$ cat src/rtl/dec_pkg.sv
package dec_pkg;
  parameter int unsigned DEC_CNT_W   = 16;
  parameter int unsigned DEC_NUM_EVT = 5;

  // Bit index of each event source on the event input vector
  typedef enum logic [2:0] {
    EV_TRIG0  = 3'd0,
    EV_TRIG1  = 3'd1,
    EV_TRIG2  = 3'd2,
    EV_STROBE = 3'd3,
    EV_SMPCLK = 3'd4
  } dec_evt_e;
endpackage

$ cat src/rtl/dec_rst_sync.sv
module dec_rst_sync #(
  parameter int unsigned STAGES = 2
) (
  input  logic clk,
  input  logic rst_n,
  output logic rst_sync_n
);
  logic [STAGES-1:0] sync_q;
  logic [STAGES-1:0] sync_d;

  always_comb begin
    sync_d = {sync_q[STAGES-2:0], 1'b1};
  end

  always_ff @(posedge clk or negedge rst_n) begin
    if (!rst_n) sync_q <= '0;
    else        sync_q <= sync_d;
  end

  assign rst_sync_n = sync_q[STAGES-1];
endmodule

$ cat src/rtl/dec_live_cnt.sv
module dec_live_cnt #(
  parameter int unsigned CNT_W = 16
) (
  input  logic             clk,
  input  logic             rst_n,
  input  logic             evt_i,
  input  logic             clr_i,
  output logic [CNT_W-1:0] cnt_o
);
  localparam logic [CNT_W-1:0] CNT_MAX = {CNT_W{1'b1}};

  logic [CNT_W-1:0] cnt_q;
  logic [CNT_W-1:0] cnt_d;
  logic             cnt_en;

  // Clear has priority over an event; a saturated counter holds its value
  always_comb begin
    cnt_d  = cnt_q;
    cnt_en = 1'b0;
    if (clr_i) begin
      cnt_d  = '0;
      cnt_en = 1'b1;
    end else if (evt_i && (cnt_q != CNT_MAX)) begin
      cnt_d  = cnt_q + 1'b1;
      cnt_en = 1'b1;
    end
  end

  always_ff @(posedge clk or negedge rst_n) begin
    if (!rst_n)      cnt_q <= '0;
    else if (cnt_en) cnt_q <= cnt_d;
  end

  assign cnt_o = cnt_q;
endmodule

$ cat src/rtl/dec_shadow_bank.sv
module dec_shadow_bank #(
  parameter int unsigned CNT_W   = 16,
  parameter int unsigned NUM_EVT = 5
) (
  input  logic                           clk,
  input  logic                           rst_n,
  input  logic                           latch_i,
  input  logic [NUM_EVT-1:0][CNT_W-1:0] live_i,
  output logic [NUM_EVT-1:0][CNT_W-1:0] shadow_o
);
  logic [NUM_EVT-1:0][CNT_W-1:0] shadow_q;
  logic [NUM_EVT-1:0][CNT_W-1:0] shadow_d;

  always_comb begin
    shadow_d = live_i;
  end

  // One enable for the whole bank keeps the snapshot coherent
  always_ff @(posedge clk or negedge rst_n) begin
    if (!rst_n)       shadow_q <= '0;
    else if (latch_i) shadow_q <= shadow_d;
  end

  assign shadow_o = shadow_q;
endmodule

$ cat src/rtl/dec_read_mux.sv
module dec_read_mux #(
  parameter int unsigned CNT_W   = 16,
  parameter int unsigned NUM_EVT = 5,
  parameter int unsigned SEL_W   = 3
) (
  input  logic [NUM_EVT-1:0][CNT_W-1:0] shadow_i,
  input  logic [SEL_W-1:0]              sel_i,
  output logic [CNT_W-1:0]              data_o
);
  always_comb begin
    data_o = '0;
    for (int i = 0; i < NUM_EVT; i++) begin
      if (sel_i == SEL_W'(i)) data_o = shadow_i[i];
    end
  end
endmodule

$ cat src/rtl/diag_event_counters.sv
module diag_event_counters
  import dec_pkg::*;
#(
  parameter int unsigned CNT_W   = DEC_CNT_W,
  parameter int unsigned NUM_EVT = DEC_NUM_EVT,
  localparam int unsigned SEL_W  = (NUM_EVT > 1) ? $clog2(NUM_EVT) : 1
) (
  input  logic               clk,
  input  logic               rst_n,
  input  logic [NUM_EVT-1:0] evt_i,
  input  logic               latch_i,
  input  logic               clear_i,
  input  logic [SEL_W-1:0]   rd_sel_i,
  output logic [CNT_W-1:0]   rd_data_o
);
  logic                          rst_sync_n;
  logic [NUM_EVT-1:0][CNT_W-1:0] live_q;
  logic [NUM_EVT-1:0][CNT_W-1:0] shadow_q;

  dec_rst_sync #(.STAGES(2)) u_rst_sync (
    .clk        (clk),
    .rst_n      (rst_n),
    .rst_sync_n (rst_sync_n)
  );

  for (genvar g = 0; g < NUM_EVT; g++) begin : g_cnt
    dec_live_cnt #(.CNT_W(CNT_W)) u_cnt (
      .clk   (clk),
      .rst_n (rst_sync_n),
      .evt_i (evt_i[g]),
      .clr_i (clear_i),
      .cnt_o (live_q[g])
    );
  end

  dec_shadow_bank #(.CNT_W(CNT_W), .NUM_EVT(NUM_EVT)) u_shadow (
    .clk      (clk),
    .rst_n    (rst_sync_n),
    .latch_i  (latch_i),
    .live_i   (live_q),
    .shadow_o (shadow_q)
  );

  dec_read_mux #(.CNT_W(CNT_W), .NUM_EVT(NUM_EVT), .SEL_W(SEL_W)) u_rd (
    .shadow_i (shadow_q),
    .sel_i    (rd_sel_i),
    .data_o   (rd_data_o)
  );
endmodule

$ cat config.mk
export PLATFORM = sky130hd
export DESIGN_NAME = diag_event_counters
export DESIGN_NICKNAME = d
export VERILOG_FILES = /design/src/rtl/dec_pkg.sv /design/src/rtl/dec_rst_sync.sv /design/src/rtl/dec_live_cnt.sv /design/src/rtl/dec_shadow_bank.sv /design/src/rtl/dec_read_mux.sv /design/src/rtl/diag_event_counters.sv
export SDC_FILE = /design/constraint.sdc
export NUM_CORES = 1
export LEC_CHECK = 0
export ABC_AREA = 1
export BUFFER_PORTS_ARGS = -buffer_cell sky130_fd_sc_hd__clkbuf_2
export CORE_ASPECT_RATIO = 1.4
export CORE_UTILIZATION = 40
export CTS_CLUSTER_SIZE = 12
export DETAILED_ROUTE_END_ITERATION = 7
export GPL_ROUTABILITY_DRIVEN = 0
export PLACE_DENSITY = 0.61
export RECOVER_POWER = 25
export SLEW_MARGIN = 15
export SYNTH_ARGS = -nofsm -noshare
export SYNTH_HDL_FRONTEND = slang
export SYNTH_SLANG_ARGS = --single-unit
$ cat constraint.sdc
create_clock -name clk -period 5.7 [get_ports clk]
set_input_delay 1.71 -clock clk [delete_from_list [all_inputs] [get_ports clk]]
set_output_delay 1.71 -clock clk [all_outputs]
set_load 0.02 [all_outputs]
==> results.ini <==
[status]
status=finished, violations left
violations=max-capacitance violations, max-slew violations

[layout]
final_cell_mix=356 x nand2_1, 162 x dfrtp_1, 120 x nor2_1
syn2layout_area_growth_pct=10.4
fin_cells=1412
fillerInstances=2138
final_common_cell=nand2_1
layout-drive-gt1-share_pct=11.5
nets=1156
final_util_pct=45.0
n_antenna_cell=0
design_area_um2=9530

[critical_path]
endpoint_kind=primary output
crit_fanout=16
start_kind=input port
path_class=input port to primary output
arrival_ns=3.13
crit_required_ns=3.99
rr_worst_depth=1

[sta]
hold_viol_final=0
max_slew_margin_pct=-78.9
maxSlewViolCount=100
worstMarginPinSlew_ns=2.68
fmax_mhz=206
grt_setup_unrepaired=false
skew_ns=0.0103
fin_tns_setup_ns=0
min_period_ns=4.84
setup_viol=0
post-route-period-util_pct=85.0

[placed_design]
dpl_cell_area_um2=8950
dp.final_hpwl_um=15900
dp_cells=1380
numPortBuffers=27

[clock_tree]
cts_resized=0
cts_max_level=4
cts_tree=yes
clkLatencyLatePin_ns=0.44
clock_sinks=162
clk_pin_slew_ns=0.06
cts_buffer_depth=2
post_cts_buffers=0
clock-root-buffer=clkbuf_16
cts_hold_buf=0
cts_made_buffers=17

[die]
core_area_um2=21200
die_w_um=126
floorplan.initialDensity_pct=40.7
die_height_um=176
die-area_um2=22200
ios=28
rows=63

[global_routing]
grt_max_degree=74
grt.overflow.total=0
antenna_found_initial=0
grt_pass1_vias=7038
grt_pass1_wl_um=37000
grt_usage_pct=21.5

[run]
drv_cap=2

[drt]
drc=0
drt-initial-drc-count=587
wl_per_cell_um=15.7
vias=7353
dr.pass1.iters=6
ant_nets=0
routed_wl_um=22200
routed_via_density=5.21

[power_and_ir_drop]
p_leak_nw=4.60
peakVddDrop_mv=0.215
powerDensity_nw_per_um2=262

[hold_path]
holdPathStages=0
hp-class=register to register

[synth]
synth_cells=1125
synth_area_um2=8630
synth-seq-cells=162
yosysTopAreaCellShare_pct=47.0
synth_top_area_cell=dfrtp_1
synth_nets=1142
ys_seq_area_share_pct=47.0
ys_types=25
ys.warnings.count=0
syn_avg_cell_area_um2=7.67
netlist_top_cells_area=dfrtp_1 47%, nand2_1 15%, nor2_1 5.2%, nand4_1 5.1%, inv_1 4.6%

-- metrics by stage --
| stage | setup slack (ns) | hold slack [ns] | total power, mW |
|---|---|---|---|
| after detailed placement | 0.899 | 0.346 | 1.36 |
| after global routing | 0.599 | 0.375 | 2.58 |
| after floorplan | 0.852 | 0.331 | 1.31 |
| after global placement | 0.955 | 0.337 | 1.36 |
| after CTS | 0.893 | 0.360 | 2.52 |
| final | 0.856 | 0.355 | 2.49 |
-- per-layer routing --
layer  global-route usage (%)  wire length, um  vias to the layer above
met1                     27.5             9860                     3504
met3                     4.36              967                       35
met2                     35.4            10700                      147
met4                     8.99              689                        0
li1                         -                -                     3667
met5                        0                0                        -
-- critical path, cell delays in order --
cell      delay (ns)
clkbuf_2        0.11
nor2_1          0.13
nand2_1         0.40
o22ai_1         0.36
a21oi_1         0.07
nand3_1         0.15
clkbuf_2        0.19
-- Yosys cell counts --
library cell,number
clkbuf_1,23
xor2_1,16
nand3b_1,4
conb_1,1
o211ai_1,2
ha_1,5
or2_2,12
inv_1,106
o22ai_1,16
buf_2,6
nor2_2,10
nand2_2,10
dfrtp_1,162
inv_2,5
a21oi_1,38
buf_1,4
nor2_1,120
nand3_1,71
o21bai_1,6
buf_6,5
nand2_1,356
o21ai_0,41
nand4_1,71
mux2_2,20
nor2_4,15
-- cell families (layout without fill, tap and decap cells) --
kind of cell / count (synthesis) / after routing / synth area share (%)
xor+xnor: 16 / 16 / 1.62
simple gates: 669 / 669 / 34.6
fa+ha+maj: 5 / 5 / 0.725
flops: 162 / 162 / 47.0
buf+inv: 149 / 176 / 7.00
other cells: 1 / 1 / 0.0434
compound gates: 103 / 103 / 6.44
mux: 20 / 20 / 2.61
-- sequential cells by signal (all words and copies together) (netlist names) --
signal,cells
u_rst_sync.sync_q,2
g_cnt.u_cnt.cnt_o,80
u_shadow.shadow_o,80
-- power breakdown --
| part | total [mW] | switching, mW | internal, mW | leakage (nW) |
|---|---|---|---|---|
| sequential | 1.20 | 0.0293 | 1.17 | 2.21 |
| clock | 1.16 | 0.500 | 0.655 | 0.281 |
| combinational | 0.135 | 0.101 | 0.0337 | 2.11 |
| total | 2.49 | 0.630 | 1.86 | 4.60 |
-- area by class of cell --
class / count / area (um2) / share of cell area, %
flip-flops and latches: 162 / 4050 / 42.5
multi-input cells: 814 / 3970 / 41.7
well taps: 260 / 325 / 3.41
inverters: 111 / 417 / 4.37
repair buffers: 33 / 178 / 1.86
clock inverters: 13 / 153 / 1.60
clock buffers: 19 / 433 / 4.54
-- path summary, 6_finish.rpt --
| check | start | to | slack, ns |
|---|---|---|---|
| max in group asynchronous | u_rst_sync.sync_q[1]$_DFF_PN0_ | u_shadow.shadow_o[54]$_DFFE_PN0P_ | 1.51 |
| hold reg to reg | u_rst_sync.sync_q[0]$_DFF_PN0_ | u_rst_sync.sync_q[1]$_DFF_PN0_ | 0.36 |
| min in group asynchronous | u_rst_sync.sync_q[1]$_DFF_PN0_ | g_cnt[3].u_cnt.cnt_o[3]$_DFFE_PN0P_ | 0.82 |
| hold / removal | u_rst_sync.sync_q[0]$_DFF_PN0_ | u_rst_sync.sync_q[1]$_DFF_PN0_ | 0.36 |
| setup reg to reg | u_rst_sync.sync_q[1]$_DFF_PN0_ | u_shadow.shadow_o[54]$_DFFE_PN0P_ | 1.51 |
| setup / recovery | rd_sel_i[1] | rd_data_o[10] | 0.86 |
(Power assumes the default switching activity.)
